<file path="src/rtl/sba_pkg.sv">
// sba_pkg: types and constants shared by the shared-bus arbiter modules.
// Assumes unit 0 is the fetch (home) unit and higher indices have higher priority.
package sba_pkg;

    // Controller phase of the bus.
    typedef enum logic [1:0] {
        ST_HOME   = 2'd0,  // fetch unit owns the bus, nothing pending
        ST_DECODE = 2'd1,  // broadcast instruction being decoded by all units
        ST_XFER   = 2'd2,  // explicit request/grant transfer in progress
        ST_EXEC   = 2'd3   // claimant executing a broadcast instruction
    } sba_state_e;

    // Index of the unit that owns the bus by default.
    localparam int HOME_UNIT = 0;

endpackage

</file>
<file path="src/rtl/sba_chain_stage.sv">
// sba_chain_stage: one link of a priority daisy chain.
// A stage that receives the chain token takes it when its unit asks,
// otherwise it passes the token on to the next (lower priority) link.
module sba_chain_stage (
    input  logic token_in,
    input  logic ask,
    output logic take,
    output logic token_out
);

    // Take or forward the token.
    assign take      = token_in & ask;
    assign token_out = token_in & ~ask;

endmodule

</file>
<file path="src/rtl/sba_daisy_chain.sv">
// sba_daisy_chain: N-link chain entered at the highest index.
// Produces the one-hot winner among the asking units and flags when
// the token fell off the end (no unit asked).
// Assumes the token is injected through chain_in every cycle it is used.
module sba_daisy_chain #(
    parameter int N = 3
) (
    input  logic         chain_in,
    input  logic [N-1:0] ask,
    output logic [N-1:0] win,
    output logic         chain_out
);

    logic [N:0] link;

    // Token enters at the top of the chain.
    assign link[N] = chain_in;

    for (genvar k = N - 1; k >= 0; k--) begin : g_stage
        sba_chain_stage u_stage (
            .token_in  (link[k+1]),
            .ask       (ask[k]),
            .take      (win[k]),
            .token_out (link[k])
        );
    end

    // Token left unused by every link.
    assign chain_out = link[0];

endmodule

</file>
<file path="src/rtl/sba_bus_mux.sv">
// sba_bus_mux: AND-OR selector that puts the owner's drive word on the bus.
// Assumes sel is one-hot; with zero or several bits set the words are OR-ed.
module sba_bus_mux #(
    parameter int N = 3,
    parameter int W = 16
) (
    input  logic [N-1:0]   sel,
    input  logic [N*W-1:0] drv,
    output logic [W-1:0]   bus
);

    logic [N*W-1:0] gated;

    for (genvar k = 0; k < N; k++) begin : g_gate
        assign gated[k*W +: W] = drv[k*W +: W] & {W{sel[k]}};
    end

    // OR together the gated words.
    always_comb begin
        bus = '0;
        for (int k = 0; k < N; k++) begin
            bus = bus | gated[k*W +: W];
        end
    end

endmodule

</file>
<file path="src/rtl/sba_ctrl.sv">
// sba_ctrl: ownership controller of the shared bus.
// Tracks the bus phase, registers the one-hot owner and grant, and pulses
// the illegal flag after an unclaimed broadcast. Priority decisions come
// from the two daisy chains outside this module.
// Assumes req_win/claim_win are one-hot or zero and *_none mark "no asker".
module sba_ctrl
    import sba_pkg::*;
#(
    parameter int N = 3
) (
    input  logic         clk,
    input  logic         rst_n,
    input  logic [N-1:0] req,
    input  logic         instr_valid,
    input  logic [N-1:0] done,
    input  logic [N-1:0] req_win,
    input  logic         req_none,
    input  logic [N-1:0] claim_win,
    input  logic         claim_none,
    output logic [N-1:0] owner,
    output logic [N-1:0] grant,
    output logic         illegal
);

    localparam logic [N-1:0] HOME_OH = N'(1) << HOME_UNIT;
    localparam int           TOP     = N - 1;

    sba_state_e state;

    logic owner_asks;
    logic owner_done;

    // Owner still requesting / owner reporting completion.
    assign owner_asks = |(req & owner);
    assign owner_done = |(done & owner);

    // Phase, ownership and flag registers.
    always_ff @(posedge clk) begin
        if (!rst_n) begin
            state   <= ST_HOME;
            owner   <= HOME_OH;
            grant   <= '0;
            illegal <= 1'b0;
        end else begin
            illegal <= 1'b0;
            case (state)
                ST_HOME: begin
                    if (!req_none) begin
                        state <= ST_XFER;
                        owner <= req_win;
                        grant <= req_win;
                    end else if (instr_valid) begin
                        state <= ST_DECODE;
                    end
                end
                ST_DECODE: begin
                    if (!claim_none) begin
                        state <= ST_EXEC;
                        owner <= claim_win;
                    end else begin
                        state   <= ST_HOME;
                        illegal <= 1'b1;
                    end
                end
                ST_XFER: begin
                    if (!owner_asks) begin
                        state <= ST_HOME;
                        owner <= HOME_OH;
                        grant <= '0;
                    end
                end
                ST_EXEC: begin
                    if (owner_done) begin
                        state <= ST_HOME;
                        owner <= HOME_OH;
                    end
                end
                default: begin
                    state <= ST_HOME;
                    owner <= HOME_OH;
                    grant <= '0;
                end
            endcase
        end
    end

    // exactly one owner at all times.
    p_owner_onehot_r2: assert property (@(posedge clk) disable iff (!rst_n)
        $countones(owner) == 1);

    // any non-zero grant names the owner.
    p_grant_is_owner_r3: assert property (@(posedge clk) disable iff (!rst_n)
        (|grant) |-> (grant == owner));

    // top-of-chain requester at rest always wins next cycle.
    p_top_wins_r3: assert property (@(posedge clk) disable iff (!rst_n)
        (state == ST_HOME && req[TOP]) |=> owner[TOP]);

    // no preemption while the owner keeps requesting.
    p_xfer_hold_r4: assert property (@(posedge clk) disable iff (!rst_n)
        (state == ST_XFER && owner_asks) |=> $stable(owner));

    // claimant keeps the bus until its own done, without a grant.
    p_exec_hold_r6: assert property (@(posedge clk) disable iff (!rst_n)
        (state == ST_EXEC && !owner_done) |=> ($stable(owner) && grant == '0));

    // illegal pulse only with the fetch unit owning the bus at rest.
    p_illegal_home_r8: assert property (@(posedge clk) disable iff (!rst_n)
        illegal |-> (owner == HOME_OH && state == ST_HOME));

    // a request at rest beats a simultaneous broadcast.
    p_req_beats_bcast_r9: assert property (@(posedge clk) disable iff (!rst_n)
        (state == ST_HOME && (|req) && instr_valid) |=> (state == ST_XFER));

endmodule

</file>
<file path="src/rtl/shared_bus_arbiter.sv">
// shared_bus_arbiter: top of the shared-bus arbiter.
// Combines a request daisy chain, a claim daisy chain, the ownership
// controller and the bus data selector. Unit 0 is the fetch unit; the
// chain is entered at unit N-1, which has the highest priority.
// Assumes all inputs are synchronous to clk.
module shared_bus_arbiter #(
    parameter int N_UNITS = 3,
    parameter int DATA_W  = 16
) (
    input  logic                        clk,
    input  logic                        rst_n,
    input  logic [N_UNITS-1:0]          req,
    input  logic                        instr_valid,
    input  logic [N_UNITS-1:0]          claim,
    input  logic [N_UNITS-1:0]          done,
    input  logic [N_UNITS*DATA_W-1:0]   drv_data,
    output logic [N_UNITS-1:0]          grant,
    output logic [N_UNITS-1:0]          owner,
    output logic                        illegal,
    output logic [DATA_W-1:0]           bus_data
);

    logic [N_UNITS-1:0] req_win;
    logic               req_none;
    logic [N_UNITS-1:0] claim_win;
    logic               claim_none;

    // Request chain: picks the explicit requester.
    sba_daisy_chain #(.N(N_UNITS)) u_req_chain (
        .chain_in  (1'b1),
        .ask       (req),
        .win       (req_win),
        .chain_out (req_none)
    );

    // Claim chain: picks the unit taking a broadcast instruction.
    sba_daisy_chain #(.N(N_UNITS)) u_claim_chain (
        .chain_in  (1'b1),
        .ask       (claim),
        .win       (claim_win),
        .chain_out (claim_none)
    );

    sba_ctrl #(.N(N_UNITS)) u_ctrl (
        .clk         (clk),
        .rst_n       (rst_n),
        .req         (req),
        .instr_valid (instr_valid),
        .done        (done),
        .req_win     (req_win),
        .req_none    (req_none),
        .claim_win   (claim_win),
        .claim_none  (claim_none),
        .owner       (owner),
        .grant       (grant),
        .illegal     (illegal)
    );

    sba_bus_mux #(.N(N_UNITS), .W(DATA_W)) u_mux (
        .sel (owner),
        .drv (drv_data),
        .bus (bus_data)
    );

endmodule

</file>
<file path="config.mk">
export PLATFORM = sky130hd
export DESIGN_NAME = shared_bus_arbiter
export DESIGN_NICKNAME = d
export VERILOG_FILES = /design/src/rtl/sba_pkg.sv /design/src/rtl/sba_chain_stage.sv /design/src/rtl/sba_daisy_chain.sv /design/src/rtl/sba_bus_mux.sv /design/src/rtl/sba_ctrl.sv /design/src/rtl/shared_bus_arbiter.sv
export SDC_FILE = /design/constraint.sdc
export NUM_CORES = 1
export LEC_CHECK = 0
export BUFFER_PORTS_ARGS = -buffer_cell sky130_fd_sc_hd__buf_2
export CAP_MARGIN = 0
export CORE_UTILIZATION = 28
export DETAILED_ROUTE_END_ITERATION = 8
export PLACE_DENSITY = 0.68
export SKIP_CTS_REPAIR_TIMING = 1
export SYNTH_ARGS = -nofsm -noshare
export SYNTH_HDL_FRONTEND = slang
export SYNTH_SLANG_ARGS = --single-unit
</file>
<file path="constraint.sdc">
create_clock -name clk -period 1.87 [get_ports clk]
set_input_delay 0.2805 -clock clk [delete_from_list [all_inputs] [get_ports clk]]
set_output_delay 0.2805 -clock clk [all_outputs]
set_load 0.02 [all_outputs]
</file>
### Yosys cells after proc, flatten, opt, wreduce, memory -nomap -nowiden

Index checks and enable logic that the tools add are counted.

| storage, ports and cells | value |
|---|---|
| register bits after elaboration | 9 |
| bits of input ports | 60 |
| logic and storage cells | 55 |
| output and inout bits | 23 |

| cells by class | value |
|---|---|
| reduce and logical (&&, ||, !) cells | 8 |
| bitwise logic cells | 21 |
| equal/unequal tests | 8 |
| mux-type cells | 14 |

Operators by type and width:

| operator | number |
|---|---|
| bitwise AND 16 bit | 3 |
| OR 16 bit | 2 |
| two-way mux 3 bit | 5 |
| case mux 3 bit (4 select lines) | 1 |
| two-way mux 2 bit | 5 |
| bitwise AND 1 bit | 8 |
| case mux 2 bit (4 select lines) | 1 |
| bitwise AND 3 bit | 2 |
| != test 2 bit, second input constant | 3 |
| inverter 1 bit | 6 |
| case mux 3 bit (2 select lines) | 1 |
| AND reduction 3 bit | 2 |
| OR reduction 3 bit | 2 |
| == test 2 bit, second input constant | 2 |
| AND reduction 4 bit | 1 |
| != test 3 bit, second input constant | 1 |
| == test 2 x 1 -> 1 bit, second input constant | 1 |
| zero test 2 bit | 1 |
| != test 2 x 1 -> 1 bit, second input constant | 1 |
| AND reduction 2 bit | 1 |
| nonzero test 2 bit | 1 |
| two-way mux 1 bit | 1 |

### Logic depth before layout (Yosys ltp)

| logic depth | value |
|---|---|
| word-level depth | 5 |
| depth in mapped cells | 5 |
| gate-level depth less buffers | 4 |

### Hierarchy

A second synthesis with hierarchy kept.

| second synthesis, totals | value |
|---|---|
| cells, all modules | 105 |
| area total of the unflattened synthesis | 888.4 µm² |

By module, submodules not included:

| module | area each (µm²) | times used | cells an instance |
|---|---|---|---|
| sba_ctrl | 539.3 | 1 | 57 |
| sba_bus_mux | 247.7 | 1 | 35 |
| sba_chain_stage | 16.3 | 6 | 2 |
| shared_bus_arbiter | 3.8 | 1 | 1 |

### Least setup slack after synthesis

No wires, ideal clock.

| path | value |
|---|---|
| path type | register to register |
| from | register u_ctrl.owner[2] |
| to | register u_ctrl.state[1] |
| buffers on the path | 1 |
| arrival time | 1.443 ns |
| cell stages (with the launch flop) | 5 |
| clock period less this slack | 1.568 ns |
| data required time | 1.745 ns |
| setup slack | 0.302 ns |
| cells stage by stage | dfxtp_1 -> buf_6 -> a222oi_1 -> nor3_1 -> o41a_1 |

| between the ends | value |
|---|---|
| cells in the longest elaborated chain, start to end | 4 |
| elaborated cells on any way between the ends | 7 |
| those cells by class | 2 x eq/ne; 2 x bitwise; 3 x reduce/logical |

RTL lines:

| what | RTL line | RTL |
|---|---|---|
| from (decl) | sba_ctrl.sv:20 | `output logic [N-1:0] owner,` |
| from (signal assigned) | sba_ctrl.sv:50 | `owner <= req_win;` |
| from (signal assigned) | sba_ctrl.sv:59 | `owner <= claim_win;` |
| bitwise AND 3 bit, on equally long branches | sba_ctrl.sv:35, sba_ctrl.sv:34 |  |
| OR reduction 3 bit, on equally long branches | sba_ctrl.sv:35, sba_ctrl.sv:34 |  |
| != test 2 x 1 -> 1 bit (no source line) / != test 2 bit (equally long branches) | n/a |  |
| AND reduction 3 bit (no source line) * | n/a |  |
| to (signal assigned) | sba_ctrl.sv:40 | `state <= ST_HOME;` |
| to (signal assigned) | sba_ctrl.sv:49 | `state <= ST_XFER;` |
| to (signal assigned) | sba_ctrl.sv:53 | `state <= ST_DECODE;` |
| to (decl) | sba_ctrl.sv:28 | `sba_state_e state;` |

Every way passes the cells marked *; elsewhere a longest branch is shown, timed or not.
A chain may end at the register's enable or synchronous reset.

### Worst setup path after layout

| path | value |
|---|---|
| from | register u_ctrl.owner[0] |
| to | output bus_data[0] |

| between the ends | value |
|---|---|
| cells in the longest elaborated chain, start to end | 3 |

RTL lines:

| what | RTL line | RTL |
|---|---|---|
| bitwise AND 16 bit | sba_bus_mux.sv:15 | `assign gated[k*W +: W] = drv[k*W +: W] & {W{sel[k]}};` |
| OR 16 bit (2 in a row) | sba_bus_mux.sv:22 | `bus = bus \| gated[k*W +: W];` |
| to (decl) | shared_bus_arbiter.sv:20 | `output logic [DATA_W-1:0] bus_data` |

No other way between the ends.

==> metrics.md <==
| Metric | Value |
|---|---|
| Outcome | `finished, final reports clean` |
| First-pass GRT wire length | `3.519 mm` |
| Startpoint types | `register` |
| Vias per inst | `5.403` |
| Tot GR Track Use | `16.45%` |
| Total power | `744.8 uW` |
| Initial antenna violation count | `0` |
| CP endpoint kind | `primary output` |
| Ant. Diodes | `0` |
| Synthesized Nets | `154` |
| Part of the power in registers | `29.7%` |
| Starting density of the core | `30.26%` |
| Final nets | `237` |
| Max frequency | `0.5857 GHz` |
| ANT nets after route | `0` |
| Setup violators final | `0` |
| Post-synthesis mux area share | `1.311%` |
| Synth Area in Adders | `0%` |
| Worst-Skew Late Latency | `270 ps` |
| I/O pin count | `83` |
| Crit path largest cell delay | `360 ps` |
| DRC | `0` |
| Htree depth | `1` |
| Pint | `448.6 uW` |
| DRT Pass-1 Iters | `6` |
| Clock transition at path regs | `60 ps` |
| CTS tree | `done` |
| HP Class | `input port to register` |
| Post-synth top cells | `19 x inv_1, 17 x a222oi_1, 9 x dfxtp_1` |
| Final Wtd Congestion | `0.9923` |
| Worst Path Required | `1590 ps` |
| Peak supply drop | `0.5670 mV` |
| Clock power frac | `20.9%` |
| Setup TNS | `0 ps` |
| GRT overflow | `0` |
| Worst Tran Pin Value | `443.9 ps` |
| Place WS | `280.6 ps` |
| Switch share | `39.77%` |
| I/O Buffers | `82` |
| Net Sw Power | `296.2 uW` |
| Slowest CP cell | `dfxtp_1` |
| Count of maximum capacitance violations | `0` |
| Iter 0 DRT Violations | `93` |
| WL final | `2.652 mm` |
| Pwr dens | `611.8 nW/um2` |
| Vias after detailed routing | `1113` |
| Async set-reset flop share out of synthesis | `0%` |
| Largest cells by area after synthesis | `dfxtp_1 24%, a222oi_1 22%, inv_1 9.3%` |
| Num rows | `18` |
| Worst Setup Path Type | `register to primary output` |
| Post-DP HPWL | `2.125 mm` |
| Sink Count | `9` |
| Layout cell share with drive strength beyond 1 | `52.27%` |
| Mapped cell area | `763.2 um2` |
| Total CTS buffers | `3` |
| Core Area | `2522 um2` |
| Simple-Gate Fraction of Synth Area | `17.54%` |
| Bufs on Longest Clock Path | `2` |
| Tmin final | `1707 ps` |
| Post-synthesis xor/xnor area fraction | `0%` |
| Root buf cell | `clkbuf_4` |
| Netlist cell types | `35` |
| Static Leak | `0.6654 nW` |
| Worst path bufs/invs | `3` |
| Fin. Hold Viols | `0` |
| Compound-Gate Fraction of Synth Area | `42.62%` |
| Wire length per cell | `12.87 um` |
| Layout Skew | `2.923 ps` |
| Worst EP arrival | `1430 ps` |
| Logic pwr share | `49.4%` |
| Register-to-Register Path Depth | `3` |
| CP cell instances | `buf_4 > a222oi_1 > inv_1 > buf_2` |
| Synthesized instance count | `94` |
| Top-area cell type share of the netlist area | `23.61%` |
| Syn avg cell area | `8.119 um2` |
| Number of global-route vias before repair | `897` |
| YS warnings | `0` |
| Die area | `2939 um2` |
| Seq/Total Area, Yosys | `23.61%` |
| Setup ws final | `162.8 ps` |
| Pin count of the biggest net entering global routing | `18` |
| RSZ-0062 raised after global routing | `no` |
| Most frequent cell after synthesis | `inv_1` |
| Rel. slew slack | `69.99%` |
| Synth area leader | `dfxtp_1` |
| Reg2Reg Setup Slack | `390 ps` |
| Final Util | `48.26%` |
| Crit-path max FO | `17` |
| Die H | `54.21 um` |
| EDFF count, synth | `0` |
| Delay-heaviest family, CP | `buffers and inverters` |
| Final period util | `91.30%` |
| Area grow syn2layout | `59.51%` |
| Primary FF master, synth | `dfxtp_1` |
| Final Max Tran Viols | `0` |
| Crit path depth | `4` |
| Largest family of logic cells by synthesized area | `compound AO/OA/AOI/OAI gates` |
| Hold Path Stages | `2` |
| Synth Register Bits | `9` |
| Chip width | `54.21 um` |
-- power by group through the flow --
| stage | sequential, mW | clock, mW | combinational (mW) |
|---|---|---|---|
| 2_1_floorplan | 0.230 | 0 | 0.216 |
| 3_3_place_gp | 0.226 | 0 | 0.362 |
| 3_5_place_dp | 0.226 | 0 | 0.364 |
| 4_1_cts | 0.222 | 0.161 | 0.365 |
| 5_1_grt | 0.223 | 0.167 | 0.401 |
| 6_report | 0.221 | 0.156 | 0.368 |
-- layout make-up --
| cell class | count | area [um2] |
|---|---|---|
| Clock buffer | 4 | 26.28 |
| Fill cell | 257 | 1305 |
| Inverter | 19 | 71.32 |
| Multi-Input combinational cell | 59 | 469.2 |
| Sequential cell | 9 | 180.2 |
| Tap cell | 30 | 37.54 |
| Timing Repair Buffer | 85 | 432.9 |
-- kinds of logic (layout without fill, tap and decap cells) --
group                  count (synthesis)  after routing
multiplexers                           1              1
AO/OA/AOI/OAI                         34             34
buffers and inverters                 26            108
AND/OR/NAND/NOR                       24             24
flip-flops                             9              9
-- flip-flops by register name, summed over array words and instances, names as in the netlist --
name	count
u_ctrl.grant	3
u_ctrl.state	2
u_ctrl.illegal	1
u_ctrl.owner	3
-- cells in the final DEF (no fill, tap or decap), types with 2 or more instances in the layout --
cell,instances
clkbuf_4,3
and3_1,2
a21oi_1,2
inv_1,19
buf_4,3
nor2_1,4
a222oi_1,17
nand2_1,3
o21ai_0,2
buf_2,82
dfxtp_1,9
nor2b_1,2
nor3_1,5
-- layer usage --
metal | global-route usage (%) | vias to the layer above | share of wire [%]
met4 | 7.692 | 0 | 0.98
met3 | 2.778 | 2 | 13
li1 | - | 541 | -
met2 | 33.94 | 77 | 50
met5 | 0 | - | 0
met1 | 15.04 | 493 | 36
-- metrics by stage --
step           cells  hold slack, ps  area [um2]
2_1_floorplan     94           402.2       763.2
3_3_place_gp     202           457.4        1191
3_5_place_dp     202           466.9        1191
4_1_cts          206           314.8        1217
5_1_grt          206           326.0        1217
6_report         206           320.1        1217
-- worst paths after layout --
kind | startpoint | to
worst max register to register | u_ctrl.owner[2] | u_ctrl.state[1]
worst max-delay path | u_ctrl.owner[0] | bus_data[0]
worst min register to register | u_ctrl.grant[0] | u_ctrl.grant[0]
worst min-delay path | rst_n | u_ctrl.state[0]
No activity file was read; power rests on OpenSTA's default activity.
